--- src/rtl/aux_edid_pkg.sv ---
package aux_edid_pkg;
  localparam int CTL_BUSY_BIT = 31;
  localparam int CTL_LEN_LSB  = 20;
  localparam int CTL_LEN_W    = 5;
  localparam logic [15:0] EDID_TARGET = 16'h0050;
  localparam int OP_RD_BIT  = 0;
  localparam int OP_MOT_BIT = 2;

  typedef enum logic [2:0] {
    REQ_NONE,
    REQ_STOP,
    REQ_CLEAR,
    REQ_SELECT,
    REQ_ADDR_OTHER,
    REQ_READ,
    REQ_BAD_READ,
    REQ_WRITE
  } req_kind_e;
endpackage

--- src/rtl/aux_req_decode.sv ---
module aux_req_decode
  import aux_edid_pkg::*;
(
  input  logic        fire_i,
  input  logic [31:0] ctrl_wdata_i,
  input  logic [31:0] req_word_i,
  output req_kind_e   kind_o
);
  logic [CTL_LEN_W-1:0] len;
  logic [7:0]           op;
  logic [15:0]          addr;

  assign len  = ctrl_wdata_i[CTL_LEN_LSB +: CTL_LEN_W];
  assign op   = req_word_i[31:24];
  assign addr = req_word_i[23:8];

  always_comb begin
    kind_o = REQ_NONE;
    if (fire_i) begin
      if (len == CTL_LEN_W'(3)) begin
        if (!op[OP_MOT_BIT])         kind_o = REQ_STOP;
        else if (addr == 16'h0000)   kind_o = REQ_CLEAR;
        else if (addr == EDID_TARGET) kind_o = REQ_SELECT;
        else                         kind_o = REQ_ADDR_OTHER;
      end else if (!op[OP_RD_BIT]) begin
        kind_o = REQ_WRITE;
      end else if (len == CTL_LEN_W'(4)) begin
        kind_o = REQ_READ;
      end else begin
        kind_o = REQ_BAD_READ;
      end
    end
  end
endmodule

--- src/rtl/aux_edid_session.sv ---
module aux_edid_session
  import aux_edid_pkg::*;
#(
  parameter int EDID_BYTES = 128,
  parameter int PORTS      = 4,
  localparam int ADDR_W    = $clog2(EDID_BYTES),
  localparam int PTR_W     = ADDR_W + 1,
  localparam int PORT_W    = (PORTS > 1) ? $clog2(PORTS) : 1
) (
  input  logic              clk_i,
  input  logic              rst_ni,
  input  req_kind_e         kind_i,
  input  logic [PORT_W-1:0] port_idx_i,
  input  logic [PORTS-1:0]  monitor_i,
  input  logic [PORTS-1:0]  pkt_port_i,
  input  logic [7:0]        edid_byte_i,
  output logic [7:0]        rd_byte_o,
  output logic [ADDR_W-1:0] edid_addr_o,
  output logic [PORT_W-1:0] edid_port_o,
  output logic              err_o
);
  localparam logic [PTR_W-1:0] PTR_LIMIT = PTR_W'(EDID_BYTES);

  logic             sel_q, avail_q, err_q;
  logic [PTR_W-1:0] ptr_q;
  logic [PORT_W-1:0] port_q;
  logic             in_range, live;

  assign in_range = ptr_q < PTR_LIMIT;
  assign live     = sel_q && avail_q;

  always_comb begin
    if (!live)         rd_byte_o = 8'hFF;
    else if (in_range) rd_byte_o = edid_byte_i;
    else               rd_byte_o = 8'h00;
  end

  always_ff @(posedge clk_i or negedge rst_ni) begin
    if (!rst_ni) begin
      sel_q   <= 1'b0;
      avail_q <= 1'b0;
      err_q   <= 1'b0;
      ptr_q   <= '0;
      port_q  <= '0;
    end else begin
      unique case (kind_i)
        REQ_STOP, REQ_CLEAR: begin
          sel_q   <= 1'b0;
          avail_q <= 1'b0;
          err_q   <= 1'b0;
          ptr_q   <= '0;
          port_q  <= '0;
        end
        REQ_SELECT: begin
          sel_q   <= 1'b1;
          port_q  <= port_idx_i;
          avail_q <= monitor_i[port_idx_i] & pkt_port_i[port_idx_i];
        end
        REQ_READ: begin
          if (live) begin
            if (in_range) ptr_q <= ptr_q + PTR_W'(1);
            else          err_q <= 1'b1;
          end
        end
        default: ;
      endcase
    end
  end

  assign edid_addr_o = ptr_q[ADDR_W-1:0];
  assign edid_port_o = port_q;
  assign err_o       = err_q;

  AST_PTR_BOUND: assert property (@(posedge clk_i) disable iff (!rst_ni)
    ptr_q <= PTR_LIMIT);
  AST_STOP_DESELECT: assert property (@(posedge clk_i) disable iff (!rst_ni)
    (kind_i == REQ_STOP) |=> (!sel_q && ptr_q == '0 && !err_q));
  AST_CLEAR_DESELECT: assert property (@(posedge clk_i) disable iff (!rst_ni)
    (kind_i == REQ_CLEAR) |=> (!sel_q && ptr_q == '0));
  AST_PTR_STEP: assert property (@(posedge clk_i) disable iff (!rst_ni)
    (kind_i == REQ_READ && live && in_range) |=> (ptr_q == $past(ptr_q) + PTR_W'(1)));
  AST_NOSEL_HOLD: assert property (@(posedge clk_i) disable iff (!rst_ni)
    (kind_i == REQ_READ && !live) |=> $stable(ptr_q));
  AST_END_ERR: assert property (@(posedge clk_i) disable iff (!rst_ni)
    (kind_i == REQ_READ && live && !in_range) |=> (err_q && $stable(ptr_q)));
  AST_WRITE_HOLD: assert property (@(posedge clk_i) disable iff (!rst_ni)
    (kind_i == REQ_WRITE) |=> ($stable(ptr_q) && $stable(sel_q)));
endmodule

--- src/rtl/aux_ch_regs.sv ---
module aux_ch_regs
  import aux_edid_pkg::*;
#(
  parameter logic [7:0] ACK_CODE = 8'h00
) (
  input  logic        clk_i,
  input  logic        rst_ni,
  input  logic        wr_en_i,
  input  logic        wr_sel_i,
  input  logic [31:0] wr_data_i,
  input  req_kind_e   kind_i,
  input  logic [7:0]  rd_byte_i,
  output logic        fire_o,
  output logic [31:0] ctrl_o,
  output logic [31:0] data_o
);
  localparam logic [31:0] LEN_MASK  = ((32'd1 << CTL_LEN_W) - 32'd1) << CTL_LEN_LSB;
  localparam logic [31:0] BUSY_MASK = 32'd1 << CTL_BUSY_BIT;

  logic [31:0] ctrl_q, data_q, reply;
  logic [CTL_LEN_W-1:0] ret_size;
  logic posts_reply;

  assign fire_o      = wr_en_i && !wr_sel_i && wr_data_i[CTL_BUSY_BIT];
  assign ret_size    = data_q[24 + OP_RD_BIT] ? CTL_LEN_W'(2) : CTL_LEN_W'(1);
  assign posts_reply = (kind_i != REQ_NONE) && (kind_i != REQ_BAD_READ);
  assign reply       = {ACK_CODE, (kind_i == REQ_READ) ? rd_byte_i : 8'h00, 16'h0000};

  always_ff @(posedge clk_i or negedge rst_ni) begin
    if (!rst_ni) begin
      ctrl_q <= '0;
    end else if (wr_en_i && !wr_sel_i) begin
      if (fire_o)
        ctrl_q <= (wr_data_i & ~(LEN_MASK | BUSY_MASK)) |
                  (32'(ret_size) << CTL_LEN_LSB);
      else
        ctrl_q <= wr_data_i;
    end
  end

  always_ff @(posedge clk_i or negedge rst_ni) begin
    if (!rst_ni)                  data_q <= '0;
    else if (wr_en_i && wr_sel_i) data_q <= wr_data_i;
    else if (posts_reply)         data_q <= reply;
  end

  assign ctrl_o = ctrl_q;
  assign data_o = data_q;

  AST_BUSY_DROPS: assert property (@(posedge clk_i) disable iff (!rst_ni)
    fire_o |=> !ctrl_q[CTL_BUSY_BIT]);
  AST_READ_SIZE: assert property (@(posedge clk_i) disable iff (!rst_ni)
    (fire_o && data_q[24]) |=> (ctrl_q[CTL_LEN_LSB +: CTL_LEN_W] == CTL_LEN_W'(2)));
  AST_PLAIN_STORE: assert property (@(posedge clk_i) disable iff (!rst_ni)
    (wr_en_i && !wr_sel_i && !wr_data_i[CTL_BUSY_BIT]) |=> (ctrl_q == $past(wr_data_i)));
  AST_BADREAD_HOLD: assert property (@(posedge clk_i) disable iff (!rst_ni)
    (kind_i == REQ_BAD_READ) |=> $stable(data_q));
  AST_DATA_STORE: assert property (@(posedge clk_i) disable iff (!rst_ni)
    (wr_en_i && wr_sel_i) |=> (data_q == $past(wr_data_i)));
endmodule

--- src/rtl/aux_edid_resp.sv ---
module aux_edid_resp
  import aux_edid_pkg::*;
#(
  parameter int         EDID_BYTES = 128,
  parameter int         PORTS      = 4,
  parameter logic [7:0] ACK_CODE   = 8'h00,
  localparam int        ADDR_W     = $clog2(EDID_BYTES),
  localparam int        PORT_W     = (PORTS > 1) ? $clog2(PORTS) : 1
) (
  input  logic              clk_i,
  input  logic              rst_ni,
  input  logic              wr_en_i,
  input  logic              wr_sel_i,
  input  logic [31:0]       wr_data_i,
  input  logic [PORT_W-1:0] port_idx_i,
  input  logic [PORTS-1:0]  monitor_i,
  input  logic [PORTS-1:0]  pkt_port_i,
  input  logic [7:0]        edid_byte_i,
  output logic [31:0]       ctrl_o,
  output logic [31:0]       data_o,
  output logic [ADDR_W-1:0] edid_addr_o,
  output logic [PORT_W-1:0] edid_port_o,
  output logic              err_o
);
  logic      fire;
  req_kind_e kind;
  logic [7:0] rd_byte;

  aux_ch_regs #(.ACK_CODE(ACK_CODE)) regs_i (
    .clk_i, .rst_ni, .wr_en_i, .wr_sel_i, .wr_data_i,
    .kind_i   (kind),
    .rd_byte_i(rd_byte),
    .fire_o   (fire),
    .ctrl_o, .data_o
  );

  aux_req_decode dec_i (
    .fire_i      (fire),
    .ctrl_wdata_i(wr_data_i),
    .req_word_i  (data_o),
    .kind_o      (kind)
  );

  aux_edid_session #(.EDID_BYTES(EDID_BYTES), .PORTS(PORTS)) sess_i (
    .clk_i, .rst_ni,
    .kind_i     (kind),
    .port_idx_i, .monitor_i, .pkt_port_i, .edid_byte_i,
    .rd_byte_o  (rd_byte),
    .edid_addr_o, .edid_port_o, .err_o
  );
endmodule

--- config.mk ---
export PLATFORM = sky130hd
export DESIGN_NAME = aux_edid_resp
export DESIGN_NICKNAME = d
export VERILOG_FILES = /design/src/rtl/aux_edid_pkg.sv /design/src/rtl/aux_req_decode.sv /design/src/rtl/aux_edid_session.sv /design/src/rtl/aux_ch_regs.sv /design/src/rtl/aux_edid_resp.sv
export SDC_FILE = /design/constraint.sdc
export NUM_CORES = 1
export LEC_CHECK = 0
export ABC_AREA = 0
export BUFFER_PORTS_ARGS = -buffer_cell sky130_fd_sc_hd__clkbuf_2
export CORE_UTILIZATION = 45
export CTS_BUF_LIST = sky130_fd_sc_hd__clkbuf_16
export DETAILED_ROUTE_END_ITERATION = 16
export PLACE_DENSITY_LB_ADDON = 0.05
export SYNTH_ARGS = -nofsm -noshare
export SYNTH_HDL_FRONTEND = slang
export SYNTH_HIERARCHICAL = 1
export SYNTH_SLANG_ARGS = --single-unit
--- constraint.sdc ---
create_clock -name clk_i -period 3 [get_ports clk_i]
set_clock_uncertainty 0.2 [all_clocks]
set_input_delay 0.45 -clock clk_i [delete_from_list [all_inputs] [get_ports clk_i]]
set_output_delay 0.45 -clock clk_i [all_outputs]
set_load 0.01 [all_outputs]
==> metrics.txt, run 1 <==
# TYPE chip_impl_metric gauge
chip_impl_metric{name="cap_viol_max_count",unit=""} 0
chip_impl_metric{name="report.final.hold_viol_count",unit=""} 0
chip_impl_metric{name="number_of_antenna_violations_at_the_first_check_in_global_routing",unit=""} 0
chip_impl_metric{name="critical_path_required",unit="ns"} 3.06
chip_impl_metric{name="clk_latency",unit="ns"} 0.33
chip_impl_info{name="crit-reg2reg-launch",value="regs_i/data_o[13]"} 1
chip_impl_metric{name="drt_first_pass_iters",unit=""} 4
chip_impl_metric{name="synth_largest_type_area_fraction",unit="%"} 53.7
chip_impl_metric{name="nNetsFinal",unit=""} 481
chip_impl_metric{name="seq_area_frac_synth",unit="%"} 53.7
chip_impl_metric{name="holdBufCountCts",unit=""} 0
chip_impl_metric{name="cts_buffers",unit=""} 9
chip_impl_metric{name="fin_area",unit="µm²"} 4540
chip_impl_metric{name="die_h",unit="µm"} 91.3
chip_impl_metric{name="cts.sinks",unit=""} 77
chip_impl_info{name="timing.hold.worst.class",value="in -> async"} 1
chip_impl_metric{name="worstPathBufferInverterCount",unit=""} 0
chip_impl_metric{name="dr_wl_met2",unit="µm"} 3930
chip_impl_metric{name="fillerInstances",unit=""} 701
chip_impl_metric{name="sequentialPowerShare",unit="%"} 43.5
chip_impl_metric{name="tightest_slew",unit="ns"} 0.972
chip_impl_metric{name="global_route.usage.total",unit="%"} 21.1
chip_impl_metric{name="path_clk_slew",unit="ns"} 0.07
chip_impl_metric{name="count_of_different_cell_masters_after_synthesis",unit=""} 44
chip_impl_metric{name="hpwl",unit="µm"} 5850
chip_impl_metric{name="totalNegativeSetupSlack",unit="ns"} 0
chip_impl_metric{name="power_per_cell_area",unit="nW/µm²"} 618
chip_impl_metric{name="htree_levels",unit=""} 3
chip_impl_metric{name="timing.fmax",unit="GHz"} 0.374
chip_impl_metric{name="layout-drive-gt1-share",unit="%"} 42.7
chip_impl_metric{name="postSynthAreaPerCell",unit="µm²"} 11.8
chip_impl_metric{name="place_area",unit="µm²"} 4240
chip_impl_metric{name="io_buffers",unit=""} 127
chip_impl_metric{name="dieArea",unit="µm²"} 8330
chip_impl_info{name="critPathKind",value="reg -> reg"} 1
chip_impl_metric{name="worst_ep_arrival_time",unit="ns"} 2.74
chip_impl_metric{name="fp-row-count",unit=""} 32
chip_impl_metric{name="postRouteAntennaNets",unit=""} 0
chip_impl_metric{name="synthesis.area",unit="µm²"} 3590
chip_impl_metric{name="die-width",unit="µm"} 91.3
chip_impl_metric{name="yosys_warnings",unit=""} 6
chip_impl_metric{name="globalplace.congestion",unit=""} 0.816
chip_impl_metric{name="ir_worst_vdd",unit="µV"} 351
chip_impl_metric{name="period_needed",unit="ns"} 2.68
chip_impl_info{name="path_delay_family",value="simple AND/OR/NAND/NOR gates"} 1
chip_impl_metric{name="grt_remaining_overflow",unit=""} 0
chip_impl_info{name="biggest_area_contributors_in_the_synthesized_netlist",value="dfrtp_1, a22o_1, mux2_2"} 1
chip_impl_metric{name="routed_wire_length_per_instance",unit="µm"} 15.6
chip_impl_metric{name="route.detailed.vias_per_inst",unit=""} 5.25
chip_impl_metric{name="async_flop_share",unit="%"} 100
chip_impl_metric{name="critical_path.max_fanout",unit=""} 10
chip_impl_metric{name="p_sw",unit="W"} 0.000780
chip_impl_metric{name="boundaryPins",unit=""} 128
chip_impl_info{name="unrepaired_setup_endpoints_after_global_routing",value="false"} 1
chip_impl_info{name="cts_tree",value="yes"} 1
chip_impl_info{name="synthMostInstantiatedCell",value="dfrtp_1"} 1
chip_impl_info{name="synth_top_area_cell",value="dfrtp_1"} 1
chip_impl_metric{name="grt_pass1_vias",unit=""} 2784
chip_impl_metric{name="postSynthCellCount",unit=""} 305
chip_impl_info{name="buffer_type_at_the_clock_tree_root",value="clkbuf_16"} 1
chip_impl_metric{name="clock_path_buffers",unit=""} 2
chip_impl_metric{name="grt_pass1_wl",unit="µm"} 13600
chip_impl_info{name="dominantRegCellSynth",value="dfrtp_1"} 1
chip_impl_metric{name="switching_share",unit="%"} 27.8
chip_impl_metric{name="drt-initial-drc-count",unit=""} 75
chip_impl_metric{name="critical-path-max-stage-delay",unit="ns"} 0.45
chip_impl_metric{name="combPwrFrac",unit="%"} 16.6
chip_impl_metric{name="drt-met1-wl",unit="µm"} 3810
chip_impl_metric{name="timing.reg2reg.worst_path_depth",unit=""} 7
chip_impl_metric{name="power_leakage",unit="nW"} 2.35
chip_impl_info{name="outcome",value="finished clean"} 1
chip_impl_info{name="cp-start-kind",value="flip-flop"} 1
chip_impl_metric{name="timing.final.crit_share",unit="%"} 89.2
chip_impl_info{name="crit-reg2reg-capture",value="sess_i/ptr_q[6]"} 1
chip_impl_info{name="worstPathCellList",value="nor4_4 > nand4_1 > o2bb2ai_1 > xor2_1 > a22oi_2 > or4_1 > a21oi_1"} 1
chip_impl_metric{name="final_critical_path_setup_slack",unit="ns"} 0.323
chip_impl_metric{name="initial_core_util",unit="%"} 46.4
chip_impl_info{name="endpoint_kind",value="flip-flop"} 1
chip_impl_metric{name="core_region_area",unit="µm²"} 7730
chip_impl_metric{name="internal-power",unit="W"} 0.00203
chip_impl_metric{name="timing.slew.headroom",unit="%"} 35.2
chip_impl_metric{name="ys_seq_elements",unit=""} 77
chip_impl_metric{name="vias",unit=""} 2798
chip_impl_info{name="cpMaxStageDelayCell",value="o2bb2ai_1"} 1
chip_impl_metric{name="synth_enable_flop_cells",unit=""} 0
chip_impl_metric{name="setup.reg_to_reg.worst_slack",unit="ns"} 0.32
chip_impl_metric{name="power.share.clock",unit="%"} 39.9
chip_impl_metric{name="fin_max_slew_vios",unit=""} 0
chip_impl_info{name="post_synth_most_frequent_cells",value="dfrtp_1, a22o_1, o21ai_0"} 1
chip_impl_metric{name="placement.setup.worst_slack",unit="ns"} 0.193
chip_impl_metric{name="setup_violations",unit=""} 0
chip_impl_metric{name="grt_max_degree",unit=""} 78
chip_impl_metric{name="wl_met3",unit="µm"} 410
chip_impl_metric{name="detail_route.drc_violations",unit=""} 0
chip_impl_info{name="maxUsedRoutingLayer",value="met4"} 1
chip_impl_metric{name="post_cts_buffers",unit=""} 0
chip_impl_metric{name="diodes",unit=""} 0
chip_impl_metric{name="areaGrowthSynthToFinish",unit="%"} 26.7
chip_impl_metric{name="post_cts_resized",unit=""} 0
chip_impl_metric{name="net_count_after_synthesis",unit=""} 360
chip_impl_metric{name="finalWirelength",unit="µm"} 8320
-- power by group through the flow --
| stage | combinational (W) | sequential [W] | clock [W] |
|---|---|---|---|
| floorplan | 0.000209 | 0.00129 | 0 |
| global placement | 0.000466 | 0.00124 | 0 |
| detailed placement | 0.000472 | 0.00124 | 0 |
| CTS | 0.000473 | 0.00122 | 0.00114 |
| global route | 0.000509 | 0.00124 | 0.00118 |
| finish | 0.000466 | 0.00122 | 0.00112 |
-- metrics by stage --
step / instances / hold slack [ns] / util, % / total power [W]
5_1_grt: 533 / 0.151 / 58.8 / 0.00293
3_3_place_gp: 517 / 0.264 / 54.9 / 0.00170
2_1_floorplan: 305 / -0.0456 / - / 0.00149
6_report: 533 / 0.0590 / 58.8 / 0.00281
4_1_cts: 533 / 0.115 / 58.8 / 0.00284
3_5_place_dp: 517 / 0.273 / 54.9 / 0.00171
-- cells by family after synthesis --
| kind of cell | count (synthesis) | share of synthesized area [%] |
|---|---|---|
| AOI/OAI and AO/OA | 76 | 14.6 |
| xor gates and xnor gates | 3 | 0.733 |
| adders and majority gates | 1 | 0.349 |
| buffers and inverters | 43 | 6.42 |
| DFF | 77 | 53.7 |
| muxes | 35 | 11.5 |
| and+or+nand+nor | 70 | 12.6 |
-- worst max-delay path by stage --
stage                      end               from  depth (start not counted)  slack (ns)
2_1_floorplan  sess_i/ptr_q[6]           wr_sel_i                         11        0.14
3_3_place_gp   sess_i/ptr_q[6]           wr_sel_i                          9        0.32
3_5_place_dp   sess_i/ptr_q[6]           wr_sel_i                          9        0.19
4_1_cts        sess_i/ptr_q[6]  regs_i/data_o[13]                          7        0.34
5_1_grt        sess_i/ptr_q[6]  regs_i/data_o[22]                          7        0.16
6_report       sess_i/ptr_q[6]  regs_i/data_o[13]                          7        0.32
-- layer usage --
| metal | vias to the layer above | GRT usage, % |
|---|---|---|
| met5 | - | 0 |
| met4 | 0 | 9.52 |
| met3 | 14 | 5.11 |
| met2 | 96 | 33.0 |
| met1 | 1352 | 27.7 |
| li1 | 1336 | - |
-- flip-flops by register name, summed over array words and instances, names as in the netlist --
signal and flops:
regs_i/ctrl_o 32, regs_i/data_o 32, sess_i/ptr_q 8, sess_i/edid_port_o 2, sess_i/avail_q 1, sess_i/err_o 1
sess_i/sel_q 1
-- cell type report --
type,count,area [µm²],area share [%]
Multi-Input combinational cell,185,1430,31.5
Tap cell,102,128,2.81
Clock buffer,9,225,4.96
Timing Repair Buffer,132,676,14.9
Inverter,21,78.8,1.73
Clock inverter,7,80.1,1.76
Sequential cell,77,1930,42.4
-- placed cells by master, fill, tap and decap left out, types with 2 or more instances in the layout --
| cell | Yosys | final |
|---|---|---|
| clkbuf_2 | 0 | 126 |
| dfrtp_1 | 77 | 77 |
| a22o_1 | 26 | 26 |
| o21ai_0 | 25 | 25 |
| inv_1 | 21 | 21 |
| mux2_2 | 19 | 19 |
| nand2_1 | 18 | 18 |
| clkbuf_16 | 0 | 9 |
| and3_1 | 9 | 9 |
| a31oi_1 | 9 | 9 |
| nor2_1 | 8 | 8 |
| mux2i_1 | 8 | 8 |
| mux2_4 | 8 | 8 |
| a21oi_1 | 6 | 6 |
| nand3_1 | 6 | 6 |
| buf_4 | 9 | 6 |
| nand4_1 | 5 | 5 |
| and2_1 | 5 | 5 |
| inv_6 | 0 | 3 |
| and3b_1 | 3 | 3 |
| nor4_4 | 3 | 3 |
| nor4bb_1 | 2 | 2 |
| nor3b_1 | 2 | 2 |
| xor2_1 | 2 | 2 |
| o31ai_1 | 2 | 2 |
| o211ai_1 | 2 | 2 |
(Power assumes the default switching activity.)
==> run 2, diff against run 1 <==
- PLACE_DENSITY: default -> 0.73
- PLACE_DENSITY_LB_ADDON: 0.05 -> default
==> run 2 against run 1 <==
Worst setup slack gained 0.030 ns. Die area unchanged. Global-route usage down 0.24 points. Final area unchanged. Fmax grew 1.1%. Clock-buffer cell count unchanged. Combinational power hardly changed. Sequential share of layout area did not move. First-iteration DRC count grew 76%. Hold slack got worse by 0.0024 ns. Via count decreased by 0.50%. Critical endpoint unchanged. Largest cell class unchanged.
==> metrics.txt, run 2 (same netlist as run 1, synthesis figures left out) <==
# TYPE chip_impl_metric gauge
chip_impl_info{name="outcome",value="finished clean"} 1
chip_impl_metric{name="period_needed",unit="ns"} 2.65
chip_impl_metric{name="critical_path.max_fanout",unit=""} 10
chip_impl_metric{name="gr-usage-met1",unit="%"} 26.8
chip_impl_metric{name="met2_usage_grt",unit="%"} 34.5
chip_impl_metric{name="fillerInstances",unit=""} 661
chip_impl_metric{name="detail_route.drc_violations",unit=""} 0
chip_impl_info{name="grt_most_used_layer",value="met2"} 1
chip_impl_metric{name="grt_use_met3",unit="%"} 4.27
chip_impl_metric{name="p_sw",unit="W"} 0.000741
chip_impl_metric{name="initial_core_util",unit="%"} 46.4
chip_impl_metric{name="finalWirelength",unit="µm"} 8240
chip_impl_metric{name="cts.sinks",unit=""} 77
chip_impl_metric{name="clock_path_buffers",unit=""} 2
chip_impl_metric{name="report.final.hold_viol_count",unit=""} 0
chip_impl_info{name="cpMaxStageDelayCell",value="o2bb2ai_1"} 1
chip_impl_info{name="path_delay_family",value="simple AND/OR/NAND/NOR gates"} 1
chip_impl_info{name="cp-start-kind",value="flip-flop"} 1
chip_impl_metric{name="boundaryPins",unit=""} 128
chip_impl_metric{name="fin_max_slew_vios",unit=""} 0
chip_impl_info{name="critPathKind",value="reg -> reg"} 1
chip_impl_metric{name="layout-drive-gt1-share",unit="%"} 42.3
chip_impl_metric{name="switching_share",unit="%"} 26.8
chip_impl_info{name="endpoint_kind",value="flip-flop"} 1
chip_impl_metric{name="route.detailed.vias_per_inst",unit=""} 5.23
chip_impl_metric{name="drt-initial-drc-count",unit=""} 132
chip_impl_metric{name="ir_worst_vdd",unit="µV"} 393
chip_impl_metric{name="timing.fmax",unit="GHz"} 0.378
chip_impl_metric{name="post_cts_resized",unit=""} 0
chip_impl_metric{name="timing.final.crit_share",unit="%"} 88.2
chip_impl_metric{name="grt_pass1_vias",unit=""} 2740
chip_impl_metric{name="path_clk_slew",unit="ns"} 0.06
chip_impl_metric{name="postRouteAntennaNets",unit=""} 0
chip_impl_metric{name="timing.slew.headroom",unit="%"} 35.8
chip_impl_metric{name="worst_ep_arrival_time",unit="ns"} 2.71
chip_impl_metric{name="critical_path_required",unit="ns"} 3.06
chip_impl_info{name="layout_commonest_cell",value="clkbuf_2"} 1
chip_impl_metric{name="grt_pass1_wl",unit="µm"} 13300
chip_impl_metric{name="dieArea",unit="µm²"} 8330
chip_impl_metric{name="number_of_antenna_violations_at_the_first_check_in_global_routing",unit=""} 0
chip_impl_metric{name="tightest_slew",unit="ns"} 0.963
chip_impl_info{name="cts_tree",value="yes"} 1
chip_impl_metric{name="cts_buffers",unit=""} 9
chip_impl_metric{name="internal-power",unit="W"} 0.00202
chip_impl_info{name="buffer_type_at_the_clock_tree_root",value="clkbuf_16"} 1
chip_impl_metric{name="worstPathBufferInverterCount",unit=""} 0
chip_impl_metric{name="holdBufCountCts",unit=""} 0
chip_impl_metric{name="critical-path-max-stage-delay",unit="ns"} 0.43
chip_impl_metric{name="areaGrowthSynthToFinish",unit="%"} 26.7
chip_impl_info{name="worstPathCellList",value="nor4_4 > nand4_1 > o2bb2ai_1 > xor2_1 > a22oi_2 > or4_1 > a21oi_1"} 1
chip_impl_metric{name="diodes",unit=""} 0
chip_impl_metric{name="htree_levels",unit=""} 3
chip_impl_metric{name="die_h",unit="µm"} 91.3
chip_impl_metric{name="cap_viol_max_count",unit=""} 0
chip_impl_metric{name="post_cts_buffers",unit=""} 0
chip_impl_metric{name="grt_max_degree",unit=""} 78
chip_impl_metric{name="totalNegativeSetupSlack",unit="ns"} 0
chip_impl_metric{name="drt_first_pass_iters",unit=""} 4
chip_impl_info{name="mostFrequentLayoutCells",value="clkbuf_2, dfrtp_1, a22o_1"} 1
chip_impl_metric{name="core_region_area",unit="µm²"} 7730
chip_impl_metric{name="power_per_cell_area",unit="nW/µm²"} 608
chip_impl_metric{name="globalplace.congestion",unit=""} 0.772
chip_impl_metric{name="setup_violations",unit=""} 0
chip_impl_metric{name="hpwl",unit="µm"} 5950
chip_impl_metric{name="combPwrFrac",unit="%"} 16.9
chip_impl_metric{name="fp-row-count",unit=""} 32
chip_impl_metric{name="power_leakage",unit="nW"} 2.35
chip_impl_metric{name="global_route.usage.total",unit="%"} 20.8
chip_impl_info{name="unrepaired_setup_endpoints_after_global_routing",value="false"} 1
chip_impl_metric{name="nNetsFinal",unit=""} 480
chip_impl_metric{name="worst_hold_slack",unit="ns"} 0.0566
chip_impl_metric{name="power.share.clock",unit="%"} 38.7
chip_impl_metric{name="die-width",unit="µm"} 91.3
chip_impl_metric{name="sequentialPowerShare",unit="%"} 44.4
chip_impl_metric{name="clk_latency",unit="ns"} 0.33
chip_impl_metric{name="routed_wire_length_per_instance",unit="µm"} 15.5
chip_impl_metric{name="grt_remaining_overflow",unit=""} 0
chip_impl_metric{name="io_buffers",unit=""} 127
chip_impl_info{name="timing.hold.worst.class",value="in -> async"} 1
chip_impl_metric{name="vias",unit=""} 2784
[run 2: final timing paths]
kind | from | cells after the start | to | slack (ns)
worst max-delay path | regs_i/data_o[22] | 7 | sess_i/ptr_q[6] | 0.35
worst min-delay path | rst_ni | 1 | sess_i/ptr_q[1] | 0.06
max in group asynchronous | rst_ni | 1 | sess_i/ptr_q[7] | 1.90
min in group clk_i | wr_data_i[7] | 2 | regs_i/data_o[7] | 0.16
worst max register to register | regs_i/data_o[22] | 7 | sess_i/ptr_q[6] | 0.35
worst min register to register | regs_i/ctrl_o[24] | 2 | regs_i/ctrl_o[24] | 0.29
[run 2: worst reg2reg max path, stage by stage (launching register included)]
cell and delay [ns]:
dfrtp_1 0.42, nor4_4 0.35, nand4_1 0.18, o2bb2ai_1 0.43
xor2_1 0.25, a22oi_2 0.18, or4_1 0.43, a21oi_1 0.15
[run 2: layout make-up]
cell class | instances | area [µm²] | share of cell area [%]
clock buffers | 9 | 225 | 4.96
multi-input cells | 185 | 1430 | 31.5
clock inverters | 7 | 75.1 | 1.65
flip-flops and latches | 77 | 1930 | 42.4
inverters | 21 | 78.8 | 1.73
repair buffers | 131 | 681 | 15.0
well taps | 102 | 128 | 2.81
[run 2: power by group through the flow]
stage	clock [W]	sequential [W]	combinational (W)
after global routing	0.00114	0.00124	0.000510
after floorplan	0	0.00129	0.000209
after detailed placement	0	0.00124	0.000475
after global placement	0	0.00124	0.000466
after CTS	0.00110	0.00123	0.000476
final	0.00107	0.00123	0.000467
[run 2: through the flow]
step | power [W] | area (µm²) | util, % | instances | worst slack (ns)
2_1_floorplan | 0.00149 | 3590 | - | 305 | 0.143
3_3_place_gp | 0.00170 | 4240 | 54.9 | 516 | 0.341
3_5_place_dp | 0.00172 | 4240 | 54.9 | 516 | 0.249
4_1_cts | 0.00280 | 4540 | 58.8 | 532 | 0.358
5_1_grt | 0.00290 | 4540 | 58.8 | 532 | 0.121
6_report | 0.00276 | 4540 | 58.8 | 532 | 0.353
[run 2: layer usage]
layer  vias up  share of wire, %
met5         -                 0
met4         0               1.2
met3         6               5.5
met2        98                50
met1      1337                43
li1       1343                 -
==> run 3, diff against run 2 <==
- CTS_BUF_LIST: sky130_fd_sc_hd__clkbuf_16 -> sky130_fd_sc_hd__clkbuf_8
- CTS_CLUSTER_DIAMETER: default -> 60
==> run 3 against run 2 <==
Clock-buffer cell count stayed put. Largest cell class unchanged. Clock power down 27%. Sequential cell count did not move. Sequential power barely moved. Cell count unchanged. Critical endpoint unchanged. Critical path depth unchanged. Routed wire length up 0.42%. Core utilization fell by 1.3 points. Total power down 10%.
==> metrics.txt, run 3 (same netlist as run 1, synthesis figures left out) <==
# TYPE chip_impl_metric gauge
chip_impl_metric{name="worst_ep_arrival_time",unit="ns"} 2.73
chip_impl_info{name="path_delay_family",value="simple AND/OR/NAND/NOR gates"} 1
chip_impl_metric{name="final_cell_count_no_fill",unit=""} 532
chip_impl_metric{name="nNetsFinal",unit=""} 480
chip_impl_metric{name="critical-path-max-stage-delay",unit="ns"} 0.43
chip_impl_metric{name="cts.sinks",unit=""} 77
chip_impl_metric{name="met2_usage_grt",unit="%"} 34.2
chip_impl_metric{name="grt_pass1_wl",unit="µm"} 13300
chip_impl_metric{name="power_per_cell_area",unit="nW/µm²"} 558
chip_impl_metric{name="power_leakage",unit="nW"} 2.30
chip_impl_metric{name="timing.final.crit_share",unit="%"} 88.2
chip_impl_metric{name="post_cts_resized",unit=""} 0
chip_impl_metric{name="finalWirelength",unit="µm"} 8270
chip_impl_metric{name="ir_worst_vdd",unit="µV"} 353
chip_impl_metric{name="layout.area.seq",unit="µm²"} 1930
chip_impl_metric{name="hpwl",unit="µm"} 5950
chip_impl_metric{name="boundaryPins",unit=""} 128
chip_impl_metric{name="power.share.clock",unit="%"} 31.7
chip_impl_metric{name="diodes",unit=""} 0
chip_impl_metric{name="p_sw",unit="W"} 0.000717
chip_impl_info{name="cts_tree",value="yes"} 1
chip_impl_metric{name="multi_input_comb_area",unit="µm²"} 1430
chip_impl_info{name="endpoint_kind",value="flip-flop"} 1
chip_impl_metric{name="place_area",unit="µm²"} 4240
chip_impl_info{name="outcome",value="finished clean"} 1
chip_impl_info{name="worstPathCellList",value="nor4_4 > nand4_1 > o2bb2ai_1 > xor2_1 > a22oi_2 > or4_1 > a21oi_1"} 1
chip_impl_metric{name="fin_max_slew_vios",unit=""} 0
chip_impl_info{name="cpMaxStageDelayCell",value="o2bb2ai_1"} 1
chip_impl_info{name="startpoint",value="regs_i/data_o[22]"} 1
chip_impl_metric{name="clk_latency",unit="ns"} 0.35
chip_impl_metric{name="grt_remaining_overflow",unit=""} 0
chip_impl_metric{name="combPwrFrac",unit="%"} 18.9
chip_impl_metric{name="route.detailed.vias_per_inst",unit=""} 5.24
chip_impl_metric{name="die_h",unit="µm"} 91.3
chip_impl_metric{name="placement.setup.worst_slack",unit="ns"} 0.249
chip_impl_info{name="layout_commonest_cell",value="clkbuf_2"} 1
chip_impl_metric{name="path_clk_slew",unit="ns"} 0.09
chip_impl_metric{name="die-width",unit="µm"} 91.3
chip_impl_metric{name="gr-usage-met1",unit="%"} 27.0
chip_impl_metric{name="global_route.usage.total",unit="%"} 20.6
chip_impl_metric{name="areaGrowthSynthToFinish",unit="%"} 23.9
chip_impl_info{name="crit-reg2reg-launch",value="regs_i/data_o[22]"} 1
chip_impl_metric{name="report.final.hold_viol_count",unit=""} 0
chip_impl_metric{name="switching_share",unit="%"} 29.0
chip_impl_metric{name="cap_viol_max_count",unit=""} 0
chip_impl_metric{name="clock_path_buffers",unit=""} 2
chip_impl_metric{name="critical_path.max_fanout",unit=""} 10
chip_impl_metric{name="vias",unit=""} 2786
chip_impl_metric{name="worstPathBufferInverterCount",unit=""} 0
chip_impl_info{name="cp-start-kind",value="flip-flop"} 1
chip_impl_metric{name="fillerInstances",unit=""} 675
chip_impl_metric{name="internal-power",unit="W"} 0.00176
chip_impl_metric{name="initial_core_util",unit="%"} 46.4
chip_impl_metric{name="post_cts_buffers",unit=""} 0
chip_impl_metric{name="number_of_antenna_violations_at_the_first_check_in_global_routing",unit=""} 0
chip_impl_metric{name="io_buffers",unit=""} 127
chip_impl_metric{name="final_critical_path_setup_slack",unit="ns"} 0.354
chip_impl_info{name="timing.hold.worst.class",value="in -> async"} 1
chip_impl_metric{name="grt_pass1_vias",unit=""} 2718
chip_impl_info{name="unrepaired_setup_endpoints_after_global_routing",value="false"} 1
chip_impl_metric{name="timing.slew.headroom",unit="%"} 35.7
chip_impl_metric{name="drt-initial-drc-count",unit=""} 152
chip_impl_metric{name="postRouteAntennaNets",unit=""} 0
chip_impl_metric{name="critical_path_required",unit="ns"} 3.08
chip_impl_info{name="buffer_type_at_the_clock_tree_root",value="clkbuf_8"} 1
chip_impl_metric{name="fp-row-count",unit=""} 32
chip_impl_metric{name="globalplace.congestion",unit=""} 0.772
chip_impl_metric{name="fin_util",unit="%"} 57.5
chip_impl_metric{name="grt_use_met3",unit="%"} 5.53
chip_impl_metric{name="routed_wire_length_per_instance",unit="µm"} 15.5
chip_impl_metric{name="totalNegativeSetupSlack",unit="ns"} 0
chip_impl_metric{name="fin_area",unit="µm²"} 4440
chip_impl_metric{name="cts_buffers",unit=""} 9
chip_impl_metric{name="htree_levels",unit=""} 3
chip_impl_metric{name="drt_first_pass_iters",unit=""} 4
chip_impl_metric{name="core_region_area",unit="µm²"} 7730
chip_impl_metric{name="timing.fmax",unit="GHz"} 0.378
chip_impl_metric{name="setup_violations",unit=""} 0
chip_impl_metric{name="dieArea",unit="µm²"} 8330
chip_impl_metric{name="sequentialPowerShare",unit="%"} 49.4
chip_impl_info{name="mostFrequentLayoutCells",value="clkbuf_2, dfrtp_1, a22o_1"} 1
chip_impl_metric{name="tightest_slew",unit="ns"} 0.964
chip_impl_metric{name="layout-drive-gt1-share",unit="%"} 42.3
chip_impl_metric{name="holdBufCountCts",unit=""} 0
chip_impl_metric{name="grt_max_degree",unit=""} 78
chip_impl_metric{name="dp.cells",unit=""} 516
chip_impl_metric{name="detail_route.drc_violations",unit=""} 0
chip_impl_info{name="critPathKind",value="reg -> reg"} 1
chip_impl_metric{name="period_needed",unit="ns"} 2.65
chip_impl_info{name="grt_most_used_layer",value="met2"} 1
-- run 3: changes by cell type in the layout (fill, tap and decap cells not counted) --
cell,change
clkbuf_16,-9
clkbuf_8,+9
-- run 3: final cells by class --
cell class	count	share of cell area, %
sequential	77	43.4
multi-input combinational	185	32.2
timing repair buffer	131	15.3
tap	102	2.87
clock buffer	9	2.79
inverter	21	1.77
clock inverter	7	1.69
-- run 3: through the flow --
stage	hold WS [ns]	total power, W
finish	0.0310	0.00248
global route	0.117	0.00260
CTS	0.0864	0.00251
detailed placement	0.277	0.00172
global placement	0.263	0.00170
floorplan	-0.0456	0.00149
-- run 3: worst paths after layout --
kind / endpoint / slack (ns) / depth (start not counted)
max reg2reg: sess_i/ptr_q[6] / 0.35 / 7
min in group clk_i: regs_i/data_o[7] / 0.14 / 2
max: sess_i/ptr_q[6] / 0.35 / 7
max in group asynchronous: sess_i/ptr_q[7] / 1.92 / 1
min reg2reg: regs_i/ctrl_o[24] / 0.30 / 2
min: sess_i/ptr_q[1] / 0.03 / 1
-- run 3: worst reg2reg max path, stage by stage (launching register included) --
cell	delay, ns
dfrtp_1	0.42
nor4_4	0.35
nand4_1	0.18
o2bb2ai_1	0.43
xor2_1	0.24
a22oi_2	0.18
or4_1	0.43
a21oi_1	0.15
-- run 3: metal layers --
layer | vias up | share of wire [%]
li1 | 1339 | -
met1 | 1350 | 44
met2 | 88 | 49
met3 | 9 | 5.5
met4 | 0 | 0.89
met5 | - | 0
-- run 3: power by group through the flow --
stage          sequential [W]  clock, W  combinational [W]
3_3_place_gp          0.00124         0           0.000466
5_1_grt               0.00124  0.000854           0.000510
2_1_floorplan         0.00129         0           0.000209
6_report              0.00122  0.000785           0.000468
3_5_place_dp          0.00124         0           0.000475
4_1_cts               0.00123  0.000803           0.000476
